File: config.mk
export PLATFORM = sky130hd
export DESIGN_NAME = io_cs_decoder
export DESIGN_NICKNAME = d
export VERILOG_FILES = /design/src/rtl/io_cs_pkg.sv /design/src/rtl/io_cs_cfg_regs.sv /design/src/rtl/io_cs_match.sv /design/src/rtl/io_cs_wait_fsm.sv /design/src/rtl/io_cs_decoder.sv
export SDC_FILE = /design/constraint.sdc
export NUM_CORES = 1
export LEC_CHECK = 0
export ABC_CLOCK_PERIOD_IN_PS = 1900
export BUFFER_PORTS_ARGS = -buffer_cell sky130_fd_sc_hd__buf_2
export CORE_MARGIN = 2
export CORE_UTILIZATION = 45
export CTS_BUF_LIST = sky130_fd_sc_hd__clkbuf_16
export DETAILED_ROUTE_END_ITERATION = 10
export GPL_TIMING_DRIVEN = 0
export PLACE_DENSITY = 0.78
export SETUP_SLACK_MARGIN = 0.02
export SLEW_MARGIN = 30
export SYNTH_ARGS = -nofsm -noshare
export SYNTH_HDL_FRONTEND = slang
export SYNTH_SLANG_ARGS = --single-unit
File: constraint.sdc
create_clock -name clk -period 1.9 [get_ports clk]
set_input_delay 0.095 -clock clk [delete_from_list [all_inputs] [get_ports clk]]
set_output_delay 0.095 -clock clk [all_outputs]
set_load 0.02 [all_outputs]
File: src/rtl/io_cs_pkg.sv
package io_cs_pkg;
    localparam int N_CS        = 4;
    localparam int REG_W       = 8;
    localparam int WAIT_W      = 3;
    localparam int WAIT_LSB    = 5;
    localparam int CTL_EN_BIT  = 0;
    localparam int CTL_IO_BIT  = 1;
    localparam int ADDR_W      = 24;
    localparam int IO_W        = 16;
    localparam int PAGE_W      = 8;

    typedef enum logic [1:0] {
        ST_IDLE = 2'd0,
        ST_WAIT = 2'd1,
        ST_LAST = 2'd2
    } cyc_state_t;
endpackage

File: src/rtl/io_cs_cfg_regs.sv
module io_cs_cfg_regs
    import io_cs_pkg::*;
#(
    parameter int NSEL  = N_CS,
    parameter int RW    = REG_W,
    localparam int SEL_W = (NSEL > 1) ? $clog2(NSEL) : 1
) (
    input  logic                      clk,
    input  logic                      rst_n,
    input  logic                      we,
    input  logic [SEL_W-1:0]          sel,
    input  logic                      is_base,
    input  logic [RW-1:0]             wdata,
    output logic [NSEL-1:0][RW-1:0]   ctl,
    output logic [NSEL-1:0][RW-1:0]   base
);
    logic [NSEL-1:0][RW-1:0] ctl_q;
    logic [NSEL-1:0][RW-1:0] base_q;

    for (genvar g = 0; g < NSEL; g++) begin : g_sel
        logic hit;
        assign hit = we && (sel == SEL_W'(g));

        always_ff @(posedge clk) begin
            if (!rst_n) begin
                ctl_q[g]  <= '0;
                base_q[g] <= '0;
            end else if (hit) begin
                if (is_base) begin
                    base_q[g] <= wdata;
                end else begin
                    ctl_q[g]  <= wdata;
                end
            end
        end
    end

    assign ctl  = ctl_q;
    assign base = base_q;
endmodule

File: src/rtl/io_cs_match.sv
module io_cs_match
    import io_cs_pkg::*;
#(
    parameter int NSEL = N_CS,
    parameter int RW   = REG_W,
    parameter int WW   = WAIT_W
) (
    input  logic [NSEL-1:0][RW-1:0] ctl,
    input  logic [NSEL-1:0][RW-1:0] base,
    input  logic [RW-1:0]           hi_byte,
    output logic [NSEL-1:0]         win_oh,
    output logic [WW-1:0]           win_wait
);
    logic            in_window;
    logic [NSEL-1:0] qual;

    // High byte zero belongs to on-chip peripherals.
    assign in_window = (hi_byte == '0);

    for (genvar g = 0; g < NSEL; g++) begin : g_qual
        assign qual[g] = ctl[g][CTL_EN_BIT] && ctl[g][CTL_IO_BIT]
                         && (base[g] == hi_byte) && !in_window;
    end

    // Fixed priority: the lowest index wins.
    always_comb begin
        logic found;
        found    = 1'b0;
        win_oh   = '0;
        win_wait = '0;
        for (int i = 0; i < NSEL; i++) begin
            if (qual[i] && !found) begin
                found     = 1'b1;
                win_oh[i] = 1'b1;
                win_wait  = ctl[i][WAIT_LSB +: WW];
            end
        end
    end
endmodule

File: src/rtl/io_cs_wait_fsm.sv
module io_cs_wait_fsm
    import io_cs_pkg::*;
#(
    parameter int NSEL = N_CS,
    parameter int WW   = WAIT_W
) (
    input  logic            clk,
    input  logic            rst_n,
    input  logic            start_io,
    input  logic            is_write,
    input  logic [NSEL-1:0] win_oh,
    input  logic [WW-1:0]   win_wait,
    output logic [NSEL-1:0] cs_n,
    output logic            iorq_n,
    output logic            rd_n,
    output logic            wr_n,
    output logic            ready
);
    cyc_state_t      state_q, state_d;
    logic [WW-1:0]   cnt_q;
    logic [NSEL-1:0] oh_q;
    logic            wr_q;

    // State register.
    always_ff @(posedge clk) begin
        if (!rst_n) begin
            state_q <= ST_IDLE;
        end else begin
            state_q <= state_d;
        end
    end

    // Next-state logic.
    always_comb begin
        state_d = state_q;
        unique case (state_q)
            ST_IDLE: begin
                if (start_io) begin
                    state_d = (win_wait != '0) ? ST_WAIT : ST_LAST;
                end
            end
            ST_WAIT: begin
                if (cnt_q == WW'(1)) begin
                    state_d = ST_LAST;
                end
            end
            ST_LAST: state_d = ST_IDLE;
            default: state_d = ST_IDLE;
        endcase
    end

    // Per-cycle capture: winner, wait count and direction.
    always_ff @(posedge clk) begin
        if (!rst_n) begin
            cnt_q <= '0;
            oh_q  <= '0;
            wr_q  <= 1'b0;
        end else if (state_q == ST_IDLE && start_io) begin
            cnt_q <= win_wait;
            oh_q  <= win_oh;
            wr_q  <= is_write;
        end else if (state_q == ST_WAIT) begin
            cnt_q <= cnt_q - WW'(1);
        end
    end

    // Outputs.
    always_comb begin
        logic active;
        active = (state_q != ST_IDLE);
        cs_n   = active ? ~oh_q : '1;
        iorq_n = !active;
        rd_n   = !(active && !wr_q);
        wr_n   = !(active && wr_q);
        ready  = (state_q != ST_WAIT);
    end
endmodule

File: src/rtl/io_cs_decoder.sv
module io_cs_decoder
    import io_cs_pkg::*;
#(
    parameter int NSEL  = N_CS,
    parameter int RW    = REG_W,
    parameter int WW    = WAIT_W,
    parameter int AW    = ADDR_W,
    parameter int PW    = PAGE_W,
    localparam int SEL_W = (NSEL > 1) ? $clog2(NSEL) : 1,
    localparam int HI_LSB = IO_W - RW
) (
    input  logic             clk,
    input  logic             rst_n,
    input  logic             cfg_we,
    input  logic [SEL_W-1:0] cfg_sel,
    input  logic             cfg_base_sel,
    input  logic [RW-1:0]    cfg_wdata,
    input  logic             bus_start,
    input  logic             bus_io,
    input  logic             bus_write,
    input  logic [AW-1:0]    bus_addr,
    input  logic [PW-1:0]    bus_page,
    output logic [NSEL-1:0]  cs_n,
    output logic             iorq_n,
    output logic             rd_n,
    output logic             wr_n,
    output logic             ready
);
    logic [NSEL-1:0][RW-1:0] ctl;
    logic [NSEL-1:0][RW-1:0] base;
    logic [NSEL-1:0]         win_oh;
    logic [WW-1:0]           win_wait;
    logic [RW-1:0]           hi_byte;
    logic                    unused_bits;

    assign hi_byte     = bus_addr[HI_LSB +: RW];
    assign unused_bits = ^{bus_addr[AW-1:IO_W], bus_addr[HI_LSB-1:0], bus_page};

    io_cs_cfg_regs #(.NSEL(NSEL), .RW(RW)) u_regs (
        .clk     (clk),
        .rst_n   (rst_n),
        .we      (cfg_we),
        .sel     (cfg_sel),
        .is_base (cfg_base_sel),
        .wdata   (cfg_wdata),
        .ctl     (ctl),
        .base    (base)
    );

    io_cs_match #(.NSEL(NSEL), .RW(RW), .WW(WW)) u_match (
        .ctl      (ctl),
        .base     (base),
        .hi_byte  (hi_byte),
        .win_oh   (win_oh),
        .win_wait (win_wait)
    );

    io_cs_wait_fsm #(.NSEL(NSEL), .WW(WW)) u_fsm (
        .clk      (clk),
        .rst_n    (rst_n),
        .start_io (bus_start && bus_io),
        .is_write (bus_write),
        .win_oh   (win_oh),
        .win_wait (win_wait),
        .cs_n     (cs_n),
        .iorq_n   (iorq_n),
        .rd_n     (rd_n),
        .wr_n     (wr_n),
        .ready    (ready)
    );
endmodule

==> results of run 1 <==
## placed cells by master, fill, tap and decap left out, types with 6 or more instances in the layout
master	Yosys	layout
mux2i_1	20	20
nor2_1	29	29
xor2_1	15	15
nand4_1	6	6
nand2_1	86	86
a21oi_1	40	37
xnor2_1	19	13
xnor2_2	0	6
clkbuf_16	0	9
inv_1	6	6
dfxtp_2	0	8
buf_4	4	10
nand3_1	11	10
dfxtp_1	62	54
clkbuf_1	16	15
buf_2	0	17
## synth_stat cells (all sizes together)
library cell,n,share of area (%)
nand2,86,11
dfxtp,62,41
a21oi,40,6.6
nor2,29,3.6
mux2i,20,6.6
xnor2,19,5.5
clkbuf,16,2.0
xor2,15,4.3
nand3,11,1.8
buf,8,2.5
inv,6,0.74
nand4,6,1.2
nor3,6,1.2
nor4,6,2.2
and3,5,1.0
nand2b,4,0.82
a211oi,3,0.74
nor2b,3,0.62
and4,2,0.66
ha,2,0.82
nand4b,2,0.58
o211ai,2,0.49
or2,2,0.41
a31oi,1,0.41
a32o,1,0.33
and2,1,0.29
clkinv,1,0.12
mux2,1,0.37
nor3b,1,0.25
o21a,1,0.25
o21ai,1,0.16
o2bb2ai,1,0.29
o311a,1,0.37
o31ai,1,0.25
or3b,1,0.29
or4,1,0.37
or4b,1,0.33
## kinds of logic after synthesis
group / Yosys count / synth area share [%]
multiplexers: 21 / 6.97
adder cells (fa/ha/maj): 2 / 0.824
AND/OR/NAND/NOR: 167 / 26.3
XOR/XNOR: 34 / 9.81
flip-flops: 62 / 40.9
buffers and inverters: 31 / 5.32
AO/OA/AOI/OAI: 52 / 9.89
## sequential cells by signal, indices dropped and copies added, names as in the netlist
| signal | count |
|---|---|
| u_regs.base | 32 |
| u_regs.ctl | 20 |
| u_fsm.oh_q | 4 |
| u_fsm.cnt_q | 3 |
| u_fsm.state_q | 2 |
| u_fsm.wr_q | 1 |
## stage by stage
stage	total power [W]	hold slack (ns)	setup slack (ns)
after floorplan	0.00155	0.223	-0.131
after global placement	0.00162	0.355	-0.459
after detailed placement	0.00163	0.357	-0.516
after CTS	0.00334	0.0125	-0.237
after global routing	0.00344	0.0212	-0.248
final	0.00335	0.0121	-0.210
## critical path, stage by stage (launching register included)
cell	delay (ns)
dfxtp_2	0.33
xnor2_2	0.14
nand3_2	0.11
or4_4	0.54
or3b_1	0.39
a31oi_2	0.19
nor3_2	0.09
a32o_1	0.22
## cell type report
type / count / area, sq um
plain buffers: 24 / 136
flip-flops and latches: 62 / 1250
clock buffers: 9 / 225
inverters: 7 / 26.3
clock inverters: 7 / 88.8
repair buffers: 23 / 130
multi-input cells: 276 / 1750
well taps: 77 / 96.3
fillers: 546 / 2720
## worst paths after layout
kind	from	to	slack (ns)	cells after the start
max reg2reg	u_regs.base[19]	u_fsm.state_q[1]	-0.21	7
min reg2reg	u_fsm.oh_q[3]	u_fsm.oh_q[3]	0.45	2
min	bus_write	u_fsm.wr_q	0.01	3
max	u_regs.base[19]	u_fsm.state_q[1]	-0.21	7
## layer usage
layer	GRT usage [%]	vias to the layer above	part of all wire, %
met5	0	-	0
met3	4.62	24	8.4
met1	28.4	1288	43
met2	34.5	128	47
met4	8.51	0	1.9
li1	-	1305	-
## power breakdown
part | internal, W | switching (W) | leakage, nW | total (W)
logic | 0.000104 | 0.000180 | 0.679 | 0.000284
registers | 0.00133 | 0.0000189 | 0.506 | 0.00135
clock network | 0.00114 | 0.000579 | 0.149 | 0.00171
## timing repair
item	4_1_cts	5_1_grt
hold endpoints to repair	0	0
gates resized for setup	15	8
pin swaps	13	3
setup endpoints to repair	8	7
setup buffers	4	2
==> results.md, run 1 <==
* Ant diodes at 0
* Post-route worst setup slack at -0.210 ns
* Core ar. at 6420 sq um
* Hold buffers post-CTS at 0
* Hold Vio Cnt, Final at 0
* Tmin final at 2.11 ns
* Register area share after synthesis at 40.9%
* CTS H-tree depth at 3
* Worst Path Required at 2.13 ns
* Mapped cell area at 3040 sq um
* Syn Nets at 420
* Startpoint Class: flip-flop
* Grt total ovfl at 0
* Util after Layout at 57.6%
* Max Root-Sink Buffers at 2
* Die Ht at 86.1 microns
* Crit path max fanout at 5
* Cell area after layout at 3700 sq um
* Placed Cells at 463
* Status: complete, but fails checks
* Port bufs at 17
* Initial DRC Count at 313
* Element type at the critical path end: flip-flop
* Wire per inst at 16.4 microns
* Die area at 7420 sq um
* Syn avg cell area at 8.23 sq um
* Leak pwr at 1.33 nW
* Row cnt at 29
* Hold crit path type: in -> reg
* Pin count of the biggest net entering global routing at 12
* DRC violation count after routing at 0
* Setup TNS Final at -0.686 ns
* RSZ-0062 raised after global routing: yes
* Final ANT Viol Nets at 0
* Via Count at 2745
* I/O pin count at 57
* DRT Pass-1 Iters at 5
* Post-DP Area at 3220 sq um
* CTS Buf Count at 9
* FMAX at 474 MHz
* Final Skew at 0.00483 ns
* Worst-margin pin slew at 0.943 ns
* Final nets at 454
* Number of global-route vias before repair at 2450
* Clk pin slew, worst setup/hold paths at 0.05 ns
* Skew-Pair Late Insertion Delay at 0.33 ns
* Slew Viols, Final at 0
* Number of synthesized register bits at 62
* Via density per instance at 5.66
* Cells after Synth at 369
* Violated checks: setup timing
* Pwr dens at 905 nW/um^2
* Die Width at 86.1 microns
* First-pass GRT wire length at 12.3 mm
* Synth unique cells at 40
* Post-route clock period utilization at 111%
* Setup Viol. Count Final at 6
* Rel. slew slack at 36.7%
* Initial core utilization at 47.3%
* CTS Sinks at 62
* Peak VDD IR at 0.400 mV
* Routed WL at 7.96 mm
* CTS tree: built
* Root Buffer Master: clkbuf_16
* GP Congestion at 0.916
* Gr usage total at 21.6%
* Final Non-Filler Cells at 485
* CP Class: reg -> reg
* Layout cells sized above 1 at 20.8%
* Worst endpoint data arrival time at 2.34 ns
* Dpl hpwl at 5.26 mm
* Max_cap viols at 0
* Warnings from Yosys at 0
* Synthesis-to-layout area growth at 21.9%
* Initial antenna violation count at 0
Power figures use the tool's default switching activity.
==> run 2, diff against run 1 <==
PLACE_DENSITY = 0.68   (was 0.78)
==> run 2 against run 1 <==
The run still ends with setup timing left; clock-buffer cell count is the same; sequential share of layout area grew 0.70 points; register-to-register slack is essentially flat; highest routed layer unchanged; sequential power is essentially flat; power shrank 4.9%; critical path type unchanged.
==> results.md, run 2 (synthesis results as in run 1) <==
* Max_cap viols at 0 (unchanged)
* Leak pwr at 1.31 nW (-2.0%)
* Worst r2r dst: u_fsm.state_q[1]
* Top delay family on crit path: simple AND/OR/NAND/NOR gates
* Hold depth at 3 (unchanged)
* Setup TNS Final at -0.765 ns (-0.0788 ns)
* Number of global-route vias before repair at 2583 (+5.4%)
* Commonest non-fill, non-tap cell in the layout: nand2_1
* Via density per instance at 5.61 (-0.95%)
* Initial antenna violation count at 0 (unchanged)
* Tmin final at 2.13 ns (+0.0149 ns)
* RSZ-0062 raised after global routing: yes
* Skew-Pair Late Insertion Delay at 0.33 ns (about the same)
* Root Buffer Master: clkbuf_16
* Hold Vio Cnt, Final at 0 (unchanged)
* Final Non-Filler Cells at 482 (-0.62%)
* Layout cells sized above 1 at 18.8% (-2.1 points)
* Worst Path Required at 2.12 ns (about the same)
* Clk pin slew, worst setup/hold paths at 0.05 ns (about the same)
* Wire per inst at 16.4 microns (+0.14%)
* WP buf/inv at 0 (unchanged)
* R2R setup slack at -0.23 ns (about the same)
* FMAX at 471 MHz (-0.70%)
* Die Width at 86.1 microns (unchanged)
* Port bufs at 17 (unchanged)
* Rel. slew slack at 33.7% (-2.9 points)
* Max incr delay on CP at 0.60 ns (+0.06 ns)
* Row cnt at 29 (unchanged)
* Final Skew at 0.00598 ns (+0.00115 ns)
* Synthesis-to-layout area growth at 19.4%
* Die Ht at 86.1 microns (unchanged)
* Pin count of the biggest net entering global routing at 11 (-1)
* DRT Pass-1 Iters at 5 (unchanged)
* Util after Layout at 56.4% (-1.2 points)
* Setup Viol. Count Final at 5 (-1)
* CTS Sinks at 62 (unchanged)
* Post-route worst setup slack at -0.225 ns (-0.0149 ns)
* Via Count at 2702 (-1.6%)
* Cells along the critical path: xnor2_1 -> nand3_1 -> or4_4 -> or3b_4 -> a31oi_4 -> nor3_2 -> a32o_1
* Final nets at 451 (-0.66%)
* First-pass GRT wire length at 12.6 mm (+2.5%)
* Max reg flops at 32 (unchanged)
* Crit path max fanout at 6 (+1)
* Worst endpoint data arrival time at 2.34 ns (about the same)
* Die area at 7420 sq um (unchanged)
* Reg-to-reg critical path startpoint: u_regs.base[22]
* DRC violation count after routing at 0 (unchanged)
* CTS H-tree depth at 3 (unchanged)
* Initial DRC Count at 253 (-19%)
* Pwr dens at 878 nW/um^2 (-2.9%)
* Element type at the critical path end: flip-flop
* CP Class: reg -> reg
* Hold buffers post-CTS at 0 (unchanged)
* Max Root-Sink Buffers at 2 (unchanged)
* Grt total ovfl at 0 (unchanged)
* Status: complete, but fails checks
* GP Congestion at 0.874 (-4.6%)
* I/O pin count at 57 (unchanged)
* Core ar. at 6420 sq um (unchanged)
* Slowest-stage cell, CP: or4_4
* Ant diodes at 0 (unchanged)
* CTS Buf Count at 9 (unchanged)
* Fin Hold WS at 0.0158 ns (+0.00375 ns)
* Hold crit path type: in -> reg
* Peak VDD IR at 0.426 mV (+6.6%)
* Routed WL at 7.92 mm (-0.48%)
* Gr usage total at 22.1% (+0.51 points)
* Dpl hpwl at 5.47 mm (+4.0%)
* Slew Viols, Final at 0 (unchanged)
* CTS tree: built
* Violated checks: setup timing
* Post-route clock period utilization at 112% (+0.78 points)
* WHS Endpoint: u_fsm.wr_q
* Most frequent cells in the layout: 86 x nand2_1, 54 x dfxtp_1, 39 x a21oi_1
* Min-delay src: bus_write
* Startpoint Class: flip-flop
* Worst reg2reg path depth at 7 (unchanged)
* Placed Cells at 463 (unchanged)
* Final ANT Viol Nets at 0 (unchanged)
* Worst-margin pin slew at 0.986 ns (+0.0435 ns)
* Initial core utilization at 47.3% (unchanged)
run 2: how the worst max path moves through the flow:
stage                                from                to  slack, ns  cells after the start
after floorplan           u_regs.base[16]  u_fsm.state_q[1]      -0.13                      7
after global placement     u_regs.base[9]  u_fsm.state_q[1]      -0.49                      7
after detailed placement   u_regs.base[9]  u_fsm.state_q[1]      -0.52                      7
after CTS                 u_regs.base[22]  u_fsm.state_q[1]      -0.25                      7
after global routing      u_regs.base[22]  u_fsm.state_q[1]      -0.29                      7
final                     u_regs.base[22]  u_fsm.state_q[1]      -0.23                      7
run 2: stage by stage:
stage | setup WS [ns] | instance area, sq um | power [W]
finish | -0.225 | 3620 | 0.00318
global route | -0.287 | 3620 | 0.00327
CTS | -0.250 | 3580 | 0.00318
global placement | -0.488 | 3220 | 0.00163
floorplan | -0.131 | 3040 | 0.00155
detailed placement | -0.523 | 3220 | 0.00163
run 2: where the power goes:
part,internal (W),leakage [nW],switching [W]
logic,0.000101,0.655,0.000174
clock network,0.000992,0.145,0.000567
registers,0.00133,0.506,0.0000184
total,0.00242,1.31,0.000759
run 2: layout make-up:
cell class / instances / area [sq um]
Timing Repair Buffer: 20 / 108
Sequential cell: 62 / 1250
Clock inverter: 7 / 56.3
Multi-Input combinational cell: 276 / 1730
Fill cell: 600 / 2800
Tap cell: 77 / 96.3
Inverter: 7 / 26.3
Clock buffer: 9 / 225
Buffer: 24 / 136
run 2: worst register-to-register path, stage by stage (launching register included):
cell and delay [ns]:
dfxtp_2 0.32, xnor2_1 0.12, nand3_1 0.09, or4_4 0.60, or3b_4 0.41, a31oi_4 0.17
nor3_2 0.08, a32o_1 0.21
run 2: repair_timing:
action,in CTS,in global routing
endpoints found under the setup margin,8,7
cloned,0,0
buffers inserted,2,1
pin swaps,14,3
resized for setup,13,6
run 2: layer usage:
metal  wire [microns]  vias up  track usage, %  part of all wire [%]
li1                 -     1304               -                     -
met1             3610     1291            29.0                    46
met2             3710       93            35.5                    47
met3              451       14            3.56                   5.7
met4              144        0            10.2                   1.8
met5                0        -               0                     0
